$ cat src/rtl/cyc_ctr_pkg.sv
package cyc_ctr_pkg;
  localparam int unsigned CTL_E_BIT  = 0;
  localparam int unsigned CTL_C_BIT  = 2;
  localparam int unsigned CTL_D_BIT  = 3;
  localparam int unsigned CTL_X_BIT  = 4;
  localparam int unsigned CTL_DP_BIT = 5;
  localparam logic [31:0] CTL_WMASK  = 32'h0000_0039;

  typedef enum logic {
    SEL_CTL = 1'b0,
    SEL_CNT = 1'b1
  } reg_sel_e;

  typedef struct packed {
    logic dp;
    logic x;
    logic d;
    logic e;
  } ctl_t;
endpackage

$ cat src/rtl/cyc_ctl_reg.sv
module cyc_ctl_reg
  import cyc_ctr_pkg::*;
#(
  parameter int unsigned DATA_W = 32
) (
  input  logic              clk_i,
  input  logic              rst_ni,
  input  logic              we_i,
  input  logic [DATA_W-1:0] wdata_i,
  output ctl_t              ctl_o,
  output logic              clr_o,
  output logic [DATA_W-1:0] rdata_o
);
  ctl_t ctl_q;

  always_ff @(posedge clk_i or negedge rst_ni) begin
    if (!rst_ni) begin
      ctl_q <= '0;
    end else if (we_i) begin
      ctl_q.e  <= wdata_i[CTL_E_BIT];
      ctl_q.d  <= wdata_i[CTL_D_BIT];
      ctl_q.x  <= wdata_i[CTL_X_BIT];
      ctl_q.dp <= wdata_i[CTL_DP_BIT];
    end
  end

  // action bit: acts on the write edge, never stored
  assign clr_o = we_i & wdata_i[CTL_C_BIT];

  always_comb begin
    rdata_o             = '0;
    rdata_o[CTL_E_BIT]  = ctl_q.e;
    rdata_o[CTL_D_BIT]  = ctl_q.d;
    rdata_o[CTL_X_BIT]  = ctl_q.x;
    rdata_o[CTL_DP_BIT] = ctl_q.dp;
  end

  assign ctl_o = ctl_q;

  // write data lands masked
  a_r2_masked_store: assert property (@(posedge clk_i) disable iff (!rst_ni)
    we_i |=> (rdata_o == ($past(wdata_i) & DATA_W'(CTL_WMASK))));

  // action bit always reads zero
  a_r3_c_reads_zero: assert property (@(posedge clk_i) disable iff (!rst_ni)
    rdata_o[CTL_C_BIT] == 1'b0);
endmodule

$ cat src/rtl/cyc_prescale.sv
module cyc_prescale #(
  parameter int unsigned PRE_W = 6
) (
  input  logic clk_i,
  input  logic rst_ni,
  input  logic run_i,
  input  logic clr_i,
  output logic tick_o
);
  localparam logic [PRE_W-1:0] PRE_LAST = {PRE_W{1'b1}};
  localparam logic [PRE_W-1:0] PRE_ONE  = {{(PRE_W-1){1'b0}}, 1'b1};

  logic [PRE_W-1:0] pre_q;

  always_ff @(posedge clk_i or negedge rst_ni) begin
    if (!rst_ni)    pre_q <= '0;
    else if (clr_i) pre_q <= '0;
    else if (run_i) pre_q <= pre_q + PRE_ONE;
  end

  assign tick_o = run_i & (pre_q == PRE_LAST);

  // prescaler advances every allowed cycle
  a_r5_pre_advance: assert property (@(posedge clk_i) disable iff (!rst_ni)
    (run_i && !clr_i) |=> (pre_q == $past(pre_q) + PRE_ONE));

  // clear returns phase to zero
  a_r6_pre_clear: assert property (@(posedge clk_i) disable iff (!rst_ni)
    clr_i |=> (pre_q == '0));
endmodule

$ cat src/rtl/cyc_count.sv
module cyc_count #(
  parameter int unsigned CNT_W = 32
) (
  input  logic             clk_i,
  input  logic             rst_ni,
  input  logic             clr_i,
  input  logic             load_i,
  input  logic [CNT_W-1:0] ldata_i,
  input  logic             step_i,
  output logic [CNT_W-1:0] cnt_o
);
  localparam logic [CNT_W-1:0] CNT_ONE = {{(CNT_W-1){1'b0}}, 1'b1};

  logic [CNT_W-1:0] cnt_q;

  always_ff @(posedge clk_i or negedge rst_ni) begin
    if (!rst_ni)     cnt_q <= '0;
    else if (clr_i)  cnt_q <= '0;
    else if (load_i) cnt_q <= ldata_i;
    else if (step_i) cnt_q <= cnt_q + CNT_ONE;
  end

  assign cnt_o = cnt_q;
endmodule

$ cat src/rtl/cyc_ctr_unit.sv
module cyc_ctr_unit
  import cyc_ctr_pkg::*;
#(
  parameter int unsigned CNT_W  = 32,
  parameter int unsigned PRE_W  = 6,
  parameter int unsigned PRIV_W = 2
) (
  input  logic              clk_i,
  input  logic              rst_ni,
  input  logic              req_i,
  input  logic              wr_i,
  input  logic              sel_i,
  input  logic [CNT_W-1:0]  wdata_i,
  input  logic [PRIV_W-1:0] priv_lvl_i,
  input  logic              user_en_i,
  output logic [CNT_W-1:0]  rdata_o,
  output logic              fault_o
);
  localparam logic [CNT_W-1:0] CNT_ONE = {{(CNT_W-1){1'b0}}, 1'b1};

  ctl_t             ctl;
  logic [CNT_W-1:0] ctl_rdata;
  logic [CNT_W-1:0] cnt;
  logic             ctl_req, ctl_we, cnt_we, c_clr;
  logic             run, pre_tick, step;

  assign ctl_req = req_i & wr_i & (reg_sel_e'(sel_i) == SEL_CTL);
  assign fault_o = ctl_req & (priv_lvl_i == '0) & ~user_en_i;
  assign ctl_we  = ctl_req & ~fault_o;
  assign cnt_we  = req_i & wr_i & (reg_sel_e'(sel_i) == SEL_CNT);

  cyc_ctl_reg #(.DATA_W(CNT_W)) u_ctl (
    .clk_i   (clk_i),
    .rst_ni  (rst_ni),
    .we_i    (ctl_we),
    .wdata_i (wdata_i),
    .ctl_o   (ctl),
    .clr_o   (c_clr),
    .rdata_o (ctl_rdata)
  );

  // current settings govern this edge; a control write applies afterwards
  assign run = ctl.e & ~ctl.dp;

  cyc_prescale #(.PRE_W(PRE_W)) u_pre (
    .clk_i  (clk_i),
    .rst_ni (rst_ni),
    .run_i  (run),
    .clr_i  (c_clr | cnt_we),
    .tick_o (pre_tick)
  );

  assign step = run & (ctl.d ? pre_tick : 1'b1);

  cyc_count #(.CNT_W(CNT_W)) u_cnt (
    .clk_i   (clk_i),
    .rst_ni  (rst_ni),
    .clr_i   (c_clr),
    .load_i  (cnt_we),
    .ldata_i (wdata_i),
    .step_i  (step),
    .cnt_o   (cnt)
  );

  assign rdata_o = (reg_sel_e'(sel_i) == SEL_CNT) ? cnt : ctl_rdata;

  // stopped counter holds
  a_r4_hold: assert property (@(posedge clk_i) disable iff (!rst_ni)
    (!run && !cnt_we && !c_clr) |=> $stable(cnt));

  // undivided counting steps by one, wrapping silently
  a_r9_step_wrap: assert property (@(posedge clk_i) disable iff (!rst_ni)
    (run && !ctl.d && !cnt_we && !c_clr) |=> (cnt == $past(cnt) + CNT_ONE));

  // divided counting never jumps by more than one
  a_r5_div_step: assert property (@(posedge clk_i) disable iff (!rst_ni)
    (run && ctl.d && !cnt_we && !c_clr) |=>
      ((cnt == $past(cnt)) || (cnt == $past(cnt) + CNT_ONE)));

  // counter write loads the data
  a_r6_load: assert property (@(posedge clk_i) disable iff (!rst_ni)
    cnt_we |=> (cnt == $past(wdata_i)));

  // clear via control write
  a_r3_clear: assert property (@(posedge clk_i) disable iff (!rst_ni)
    c_clr |=> (cnt == '0));

  // refused write leaves control register untouched
  a_r7_fault_no_change: assert property (@(posedge clk_i) disable iff (!rst_ni)
    fault_o |=> $stable(ctl_rdata));

  // only control writes can fault
  a_r7_fault_only_ctl_write: assert property (@(posedge clk_i) disable iff (!rst_ni)
    fault_o |-> (req_i && wr_i && !sel_i));
endmodule

$ cat config.mk
export PLATFORM = sky130hd
export DESIGN_NAME = cyc_ctr_unit
export DESIGN_NICKNAME = d
export VERILOG_FILES = /design/src/rtl/cyc_ctr_pkg.sv /design/src/rtl/cyc_ctl_reg.sv /design/src/rtl/cyc_prescale.sv /design/src/rtl/cyc_count.sv /design/src/rtl/cyc_ctr_unit.sv
export SDC_FILE = /design/constraint.sdc
export NUM_CORES = 1
export LEC_CHECK = 0
export BUFFER_PORTS_ARGS = -buffer_cell sky130_fd_sc_hd__buf_2
export CAP_MARGIN = 20
export CORE_MARGIN = 2
export CORE_UTILIZATION = 35
export DETAILED_ROUTE_END_ITERATION = 6
export GPL_TIMING_DRIVEN = 0
export PLACE_DENSITY = 0.6
export SYNTH_ARGS = -nofsm -noshare
export SYNTH_HDL_FRONTEND = slang
export SYNTH_SLANG_ARGS = --single-unit
$ cat constraint.sdc
create_clock -name clk_i -period 3 [get_ports clk_i]
set_clock_uncertainty 0.1 [all_clocks]
set_input_delay 0.45 -clock clk_i [delete_from_list [all_inputs] [get_ports clk_i]]
set_output_delay 0.45 -clock clk_i [all_outputs]
set_load 0.01 [all_outputs]
==> metrics.cfg, run 1 <==
[die]
die_area_um2 = 8620
placementRows = 32
die_y_um = 92.8
core_um2 = 7690
initial_core_util_pct = 35.9
ios = 73
die_w_um = 92.8

[final_layout]
syn_to_final_growth_pct = 22.2
diodes = 0
final_nets = 430
fillCellCount = 837
layout-drive-gt1-share_pct = 28.3

[logic_synthesis]
synth_area_per_cell_um2 = 9.00
synth_common_cells = dfrtp_1 (42), and2_1 (31), a21oi_1 (25), nand2_1 (25)
synth_nets = 349
yosysMostFrequentCell = dfrtp_1
synth_seq_cells = 42
yosysTopAreaCellShare_pct = 38.0
synthCells = 307
synth_edf_count = 0
synth.distinct_cells = 46
ys_async_sr_fraction_pct = 100
synth_area_leaders = dfrtp_1 (38%), xnor2_1 (7.6%), and2_1 (7.0%)
syn_area_um2 = 2760
yosys_warnings = 0
ys_seq_area_share_pct = 38.0
netlist.top_cell.by_area = dfrtp_1
dominantRegCellSynth = dfrtp_1

[place]
gp_congestion = 0.790
dp_slack_ps = 587
dp_hpwl_mm = 5.57
numPortBuffers = 71

[route]
top_layer_used = met4
vias = 2552
drc = 0
met1_length_mm = 3.73
dr_wl_met3_um = 319
firstDrtPassIters = 4
wl_met2_mm = 3.63
avgRoutedWirePerCell_um = 15.8
viasPerCell = 5.20
drt_iter0_drc = 95
drt_wl_total_mm = 7.74
ant_nets = 0

[hold_path]
min_to = u_cnt.cnt_o[21]$_DFFE_PN0P_
whs_path_depth = 3
hp-class = input pin to flip-flop
hold_path.startpoint = wdata_i[21]

[worst_setup_path]
critical_path_required_ps = 2450
arrival_ps = 1740
critPathLaunchType = input pin
worstReg2RegStart = u_cnt.cnt_o[0]$_DFFE_PN0P_
path_class = input pin to output pin
worstSetupEndpointType = output pin
ff2ff_path_depth = 5
reg2reg_slack_ps = 890
r2r_end = u_cnt.cnt_o[26]$_DFFE_PN0P_
path_max_fanout = 10

[sta]
finalSetupViolCount = 0
post-route-period-util_pct = 76.2
finalSetupTns_ps = 0
slew_headroom_pct = 52.7
finalCriticalPeriod_ps = 2290
maxSlewViolCount = 0
fmax_ghz = 0.437
hold_violations = 0
hold_ws_ps = 250
rsz0062_at_grt = no
worst_slew_pin_slew_ps = 703
finalWorstSetupSlack_ps = 713

[power_and_ir_drop]
switching_share_pct = 36.4
power.density_nw_per_um2 = 540
p_seq_share_pct = 46.2
pwr-share-clk_pct = 21.9
finalPower_mw = 1.82
switchingPower_mw = 0.664
vdd_drop_max_uv = 287
power_frac_comb_pct = 31.9
power.leakage_nw = 1.36
power.internal_mw = 1.16

[clock_network]
cts_tree = yes
clock-sinks = 42
htreeDepth = 2
clockBufferDepth = 2
clk_latency_ps = 310
post_cts_resized = 0
postCtsHoldBufs = 0
clk_pin_slew_ps = 90
root_buffer = clkbuf_8
cts-buffers-inserted = 5
postCtsSetupBuffers = 0

[global_route]
grt_max_degree = 43
first_global_vias = 2501
grt_usage_pct = 19.0
grt_first_pass_wirelength_mm = 12.8
antenna_found_initial = 0
grt-ovfl-total = 0

[run]
drv_cap = 0

[outcome]
status = completed

critical path, stage by stage:
cell      delay (ps)
clkbuf_1         380
clkbuf_1         380
mux2_2           390
buf_2            140
layout by cell type (no fill, tap or decap), drive strengths merged, types with 2 or more instances in the layout:
cell type / instances
nand2: 25
nor3: 9
nor4: 11
o21ai: 28
or2: 2
nor4b: 3
nand2b: 2
ha: 2
clkbuf: 23
nor2: 11
a21oi: 25
o22ai: 3
buf: 77
xor2: 8
and2: 31
xnor2: 24
nor3b: 5
mux2: 8
and4: 7
nand3: 14
nand4: 10
and3: 3
dfrtp: 42
logic make-up (layout without fill, tap and decap cells):
group	count (synthesis)	after routing	synth area share (%)
flip-flops	42	42	38.0
XOR/XNOR	32	32	10.1
multiplexers	9	9	3.62
buffers and inverters	22	104	3.58
AND/OR/NAND/NOR	138	138	31.6
adder cells (fa/ha/maj)	2	2	0.906
AO/OA/AOI/OAI	62	62	12.1
cell type report:
class	count	area (um^2)	share of cell area, %
plain buffers	21	95.1	2.82
clock inverters	2	12.5	0.371
flip-flops and latches	42	1050	31.1
repair buffers	74	390	11.6
inverters	1	3.75	0.111
multi-input cells	243	1610	47.8
clock buffers	6	82.6	2.45
well taps	102	128	3.78
power groups by stage:
stage	Clock (mW)	Sequential, mW	Combinational, mW
3_3_place_gp	0	0.848	0.570
3_5_place_dp	0	0.852	0.578
6_report	0.400	0.842	0.581
4_1_cts	0.409	0.841	0.582
2_1_floorplan	0	0.808	0.411
5_1_grt	0.429	0.868	0.661
sequential cells by signal, indices dropped and copies added, names as in the netlist:
register and count:
u_pre.pre_q 6, u_cnt.cnt_o 32, u_ctl.ctl_o 4
stage by stage:
step | cells | util [%] | instance area [um^2]
floorplan | 307 | - | 2760
global placement | 480 | 42.2 | 3250
detailed placement | 480 | 42.2 | 3250
CTS | 488 | 43.5 | 3340
global route | 491 | 43.9 | 3380
finish | 491 | 43.9 | 3380
how the worst max path moves through the flow:
stage / from / to / slack, ps
floorplan: sel_i / rdata_o[5] / 1120
global placement: sel_i / u_cnt.cnt_o[24]$_DFFE_PN0P_ / 590
detailed placement: sel_i / u_cnt.cnt_o[26]$_DFFE_PN0P_ / 590
CTS: sel_i / rdata_o[5] / 690
global route: sel_i / rdata_o[5] / 560
finish: sel_i / rdata_o[5] / 710
routing by layer:
metal / vias up / GRT usage (%)
met1: 1239 / 26.3
met3: 6 / 3.17
li1: 1250 / -
met5: - / 0
met2: 57 / 31.1
met4: 0 / 4.29
Note: power is estimated with default switching activity, not from simulation.
==> run 2: changes to the inputs <==
Settings changed: ABC_AREA from default to 1, PLACE_DENSITY 0.6 to 0.61.
Clock period 3 ns to 2.1 ns, I/O delays scaled along.
==> run 2 against run 1 <==
Die area rose by 17%. Area after synthesis rose by 18%. Global-route usage rose by 0.32 points. Largest cell class unchanged. Combinational power rose by 61%. Core utilization fell by 1.4 points.
==> metrics.cfg, run 2 <==
[sta]
hold_ws_ps = 187  ; was 250 ps
post-route-period-util_pct = 92.2
hold_violations = 0  ; unchanged
fmax_ghz = 0.517
finalSetupViolCount = 0  ; unchanged
rsz0062_at_grt = no  ; unchanged
finalWorstSetupSlack_ps = 164  ; was 713 ps
finalCriticalPeriod_ps = 1940
worst_slew_pin_slew_ps = 534  ; was 703 ps
maxSlewViolCount = 0  ; unchanged
finalSetupTns_ps = 0  ; unchanged
slew_headroom_pct = 64.4  ; was 52.7%

[worst_setup_path]
crit_start = sel_i  ; unchanged
worstSetupEndpoint = rdata_o[6]  ; was rdata_o[5]
critPathLaunchType = input pin  ; unchanged
reg2reg_slack_ps = 210  ; was 890 ps
cp_cell_sequence = buf_2 > clkbuf_1 > buf_1 > nand2_1 > inv_1 > buf_2  ; was clkbuf_1 > clkbuf_1 > mux2_2 > buf_2
worstReg2RegStart = u_pre.pre_q[0]$_DFFE_PN0P_  ; was u_cnt.cnt_o[0]$_DFFE_PN0P_
path_class = input pin to output pin  ; unchanged
critical_path_required_ps = 1680  ; was 2450 ps
slowest_delay_ps = 410  ; was 390 ps
arrival_ps = 1520  ; was 1740 ps
cp_slowest_cell = buf_1  ; was mux2_2
crit_top_cell = buf_2  ; was clkbuf_1
worstSetupEndpointType = output pin  ; unchanged
ff2ff_path_depth = 9  ; was 5
r2r_end = u_cnt.cnt_o[13]$_DFFE_PN0P_  ; was u_cnt.cnt_o[26]$_DFFE_PN0P_
path_max_fanout = 10  ; unchanged

[final_layout]
final_cell_mix = nand2_1 (236), nor2_1 (91), buf_2 (81)  ; was buf_2 (74), dfrtp_1 (42), and2_1 (31)
layout-drive-gt1-share_pct = 18.0  ; was 28.3%
multi_input_area_um2 = 1930  ; was 1610 um^2
syn_to_final_growth_pct = 19.2  ; was 22.2%
final_cell_area_um2 = 3890  ; was 3380 um^2
final_core_util_pct = 42.5  ; was 43.9%
final_nets = 674  ; was 430
largest_reg_flops = 32  ; unchanged
diodes = 0  ; unchanged
fillCellCount = 1026  ; was 837
final_common_cell = nand2_1  ; was buf_2
seqCellArea_um2 = 1050  ; unchanged

[die]
die_area_um2 = 10100  ; was 8620 um^2
die_y_um = 101  ; was 92.8 um
die_w_um = 101  ; was 92.8 um
initial_core_util_pct = 35.7  ; was 35.9%
core_um2 = 9150  ; was 7690 um^2
placementRows = 35  ; was 32
ios = 73  ; unchanged

[route]
firstDrtPassIters = 4  ; unchanged
avgRoutedWirePerCell_um = 12.9  ; was 15.8 um
viasPerCell = 4.80  ; was 5.20
drc = 0  ; unchanged
vias = 3565  ; was 2552
ant_nets = 0  ; unchanged
drt_iter0_drc = 143  ; was 95
drt_wl_total_mm = 9.61  ; was 7.74 mm

[clock_network]
root_buffer = clkbuf_8  ; unchanged
clk_latency_ps = 310  ; about the same
postCtsSetupBuffers = 0  ; unchanged
clk_pin_slew_ps = 80  ; was 90 ps
cts-buffers-inserted = 5  ; unchanged
clock-sinks = 42  ; unchanged
cts_tree = yes  ; unchanged
clockBufferDepth = 2  ; unchanged
htreeDepth = 2  ; unchanged

[logic_synthesis]
yosysTopAreaCellShare_pct = 32.2  ; was 38.0%
synth_area_per_cell_um2 = 5.93  ; was 9.00 um^2
synth_seq_cells = 42  ; unchanged
synth_common_cells = nand2_1 (236), nor2_1 (91), inv_1 (55)  ; was dfrtp_1 (42), and2_1 (31), a21oi_1 (25), nand2_1 (25)
synthCells = 551  ; was 307
synth.distinct_cells = 31  ; was 46
yosysMostFrequentCell = nand2_1  ; was dfrtp_1
ys_seq_area_share_pct = 32.2  ; was 38.0%
synth_nets = 593  ; was 349
synth_edf_count = 0  ; unchanged
ys_async_sr_fraction_pct = 100  ; unchanged
syn_area_um2 = 3270  ; was 2760 um^2
netlist.top_cell.by_area = dfrtp_1  ; unchanged
yosys_warnings = 0  ; unchanged
synth_area_leaders = dfrtp_1 (32%), nand2_1 (27%), nor2_1 (10%)  ; was dfrtp_1 (38%), xnor2_1 (7.6%), and2_1 (7.0%)
dominantRegCellSynth = dfrtp_1  ; unchanged

[outcome]
status = completed  ; unchanged

[place]
dp_slack_ps = 48.7  ; was 587 ps
numPortBuffers = 72  ; was 71
gp_congestion = 0.903  ; was 0.790
dp_hpwl_mm = 7.50  ; was 5.57 mm
placed_area_um2 = 3760  ; was 3250 um^2

[global_route]
grt_usage_pct = 19.3  ; was 19.0%
grt-ovfl-total = 0  ; unchanged
first_global_vias = 3240  ; was 2501
grt_first_pass_wirelength_mm = 15.5  ; was 12.8 mm
grt_max_degree = 43  ; unchanged
antenna_found_initial = 0  ; unchanged

[power_and_ir_drop]
p_seq_share_pct = 46.8  ; was 46.2%
switchingPower_mw = 1.13  ; was 0.664 mW
switching_share_pct = 41.0  ; was 36.4%
power.density_nw_per_um2 = 709  ; was 540 nW/um^2
pwr-share-clk_pct = 19.3  ; was 21.9%
vdd_drop_max_uv = 295  ; was 287 uV
power.leakage_nw = 2.16  ; was 1.36 nW
power.internal_mw = 1.63  ; was 1.16 mW
power_frac_comb_pct = 33.9  ; was 31.9%

[run]
drv_cap = 0  ; unchanged

[hold_path]
hp-class = input pin to flip-flop  ; unchanged

[run 2: cell types whose count changed after synthesis, sizes merged, moves of 23 or more]
cell	change
and2	-31
inv	+58
nand2	+213
nand3	+30
nor2	+87
xnor2	-23
[run 2: stage by stage]
stage               cells  total power, mW
global placement      734             2.20
global route          743             2.98
finish                743             2.76
floorplan             551             1.88
CTS                   741             2.77
detailed placement    734             2.24
[run 2: per-layer routing]
layer	vias to the layer above	part of all wire (%)	global-route usage, %
li1	1854	-	-
met1	1619	46	25.2
met2	85	48	34.4
met3	7	5.1	3.33
met4	0	0.48	2.21
met5	-	0	0
[run 2: power by group through the flow]
stage | sequential, mW | clock, mW | combinational, mW
global placement | 1.30 | 0 | 0.908
detailed placement | 1.31 | 0 | 0.936
CTS | 1.29 | 0.540 | 0.938
floorplan | 1.21 | 0 | 0.665
global route | 1.33 | 0.578 | 1.07
finish | 1.29 | 0.533 | 0.934
[run 2: layout make-up]
cell class / instances / share of cell area, %
tap: 111 / 3.57
clock inverter: 2 / 0.257
buffer: 15 / 1.99
inverter: 59 / 5.69
clock buffer: 5 / 1.77
timing repair buffer: 74 / 10.2
sequential: 42 / 27.0
multi-input combinational: 435 / 49.5
[run 2: worst max-delay path, delay by kind of cell]
family        cells  cell delay, ps
buf+inv           5            1090
simple gates      1             110
[run 2: worst min-delay path by stage]
stage	start	end	slack (ps)	cells after the start
2_1_floorplan	rst_ni	u_cnt.cnt_o[0]$_DFFE_PN0P_	-80	0
3_5_place_dp	u_ctl.ctl_o[2]$_DFFE_PN0P_	u_ctl.ctl_o[2]$_DFFE_PN0P_	390	2
6_report	wdata_i[3]	u_ctl.ctl_o[1]$_DFFE_PN0P_	190	3
5_1_grt	wdata_i[3]	u_ctl.ctl_o[1]$_DFFE_PN0P_	200	3
3_3_place_gp	u_ctl.ctl_o[2]$_DFFE_PN0P_	u_ctl.ctl_o[2]$_DFFE_PN0P_	370	2
4_1_cts	rst_ni	u_cnt.cnt_o[10]$_DFFE_PN0P_	120	1
[run 2: logic make-up after synthesis]
logic type,Yosys count,share of synthesized area (%)
AND/OR/NAND/NOR,392,50.2
buffers and inverters,74,9.08
flip-flops,42,32.2
AO/OA/AOI/OAI,34,5.86
XOR/XNOR,6,1.61
adder cells (fa/ha/maj),2,0.766
multiplexers,1,0.307
[run 2: repair_timing]
item	4_1_cts	5_1_grt
hold buffers	0	1
resized for setup	0	5
setup endpoints to repair	0	24
hold endpoints to repair	0	19
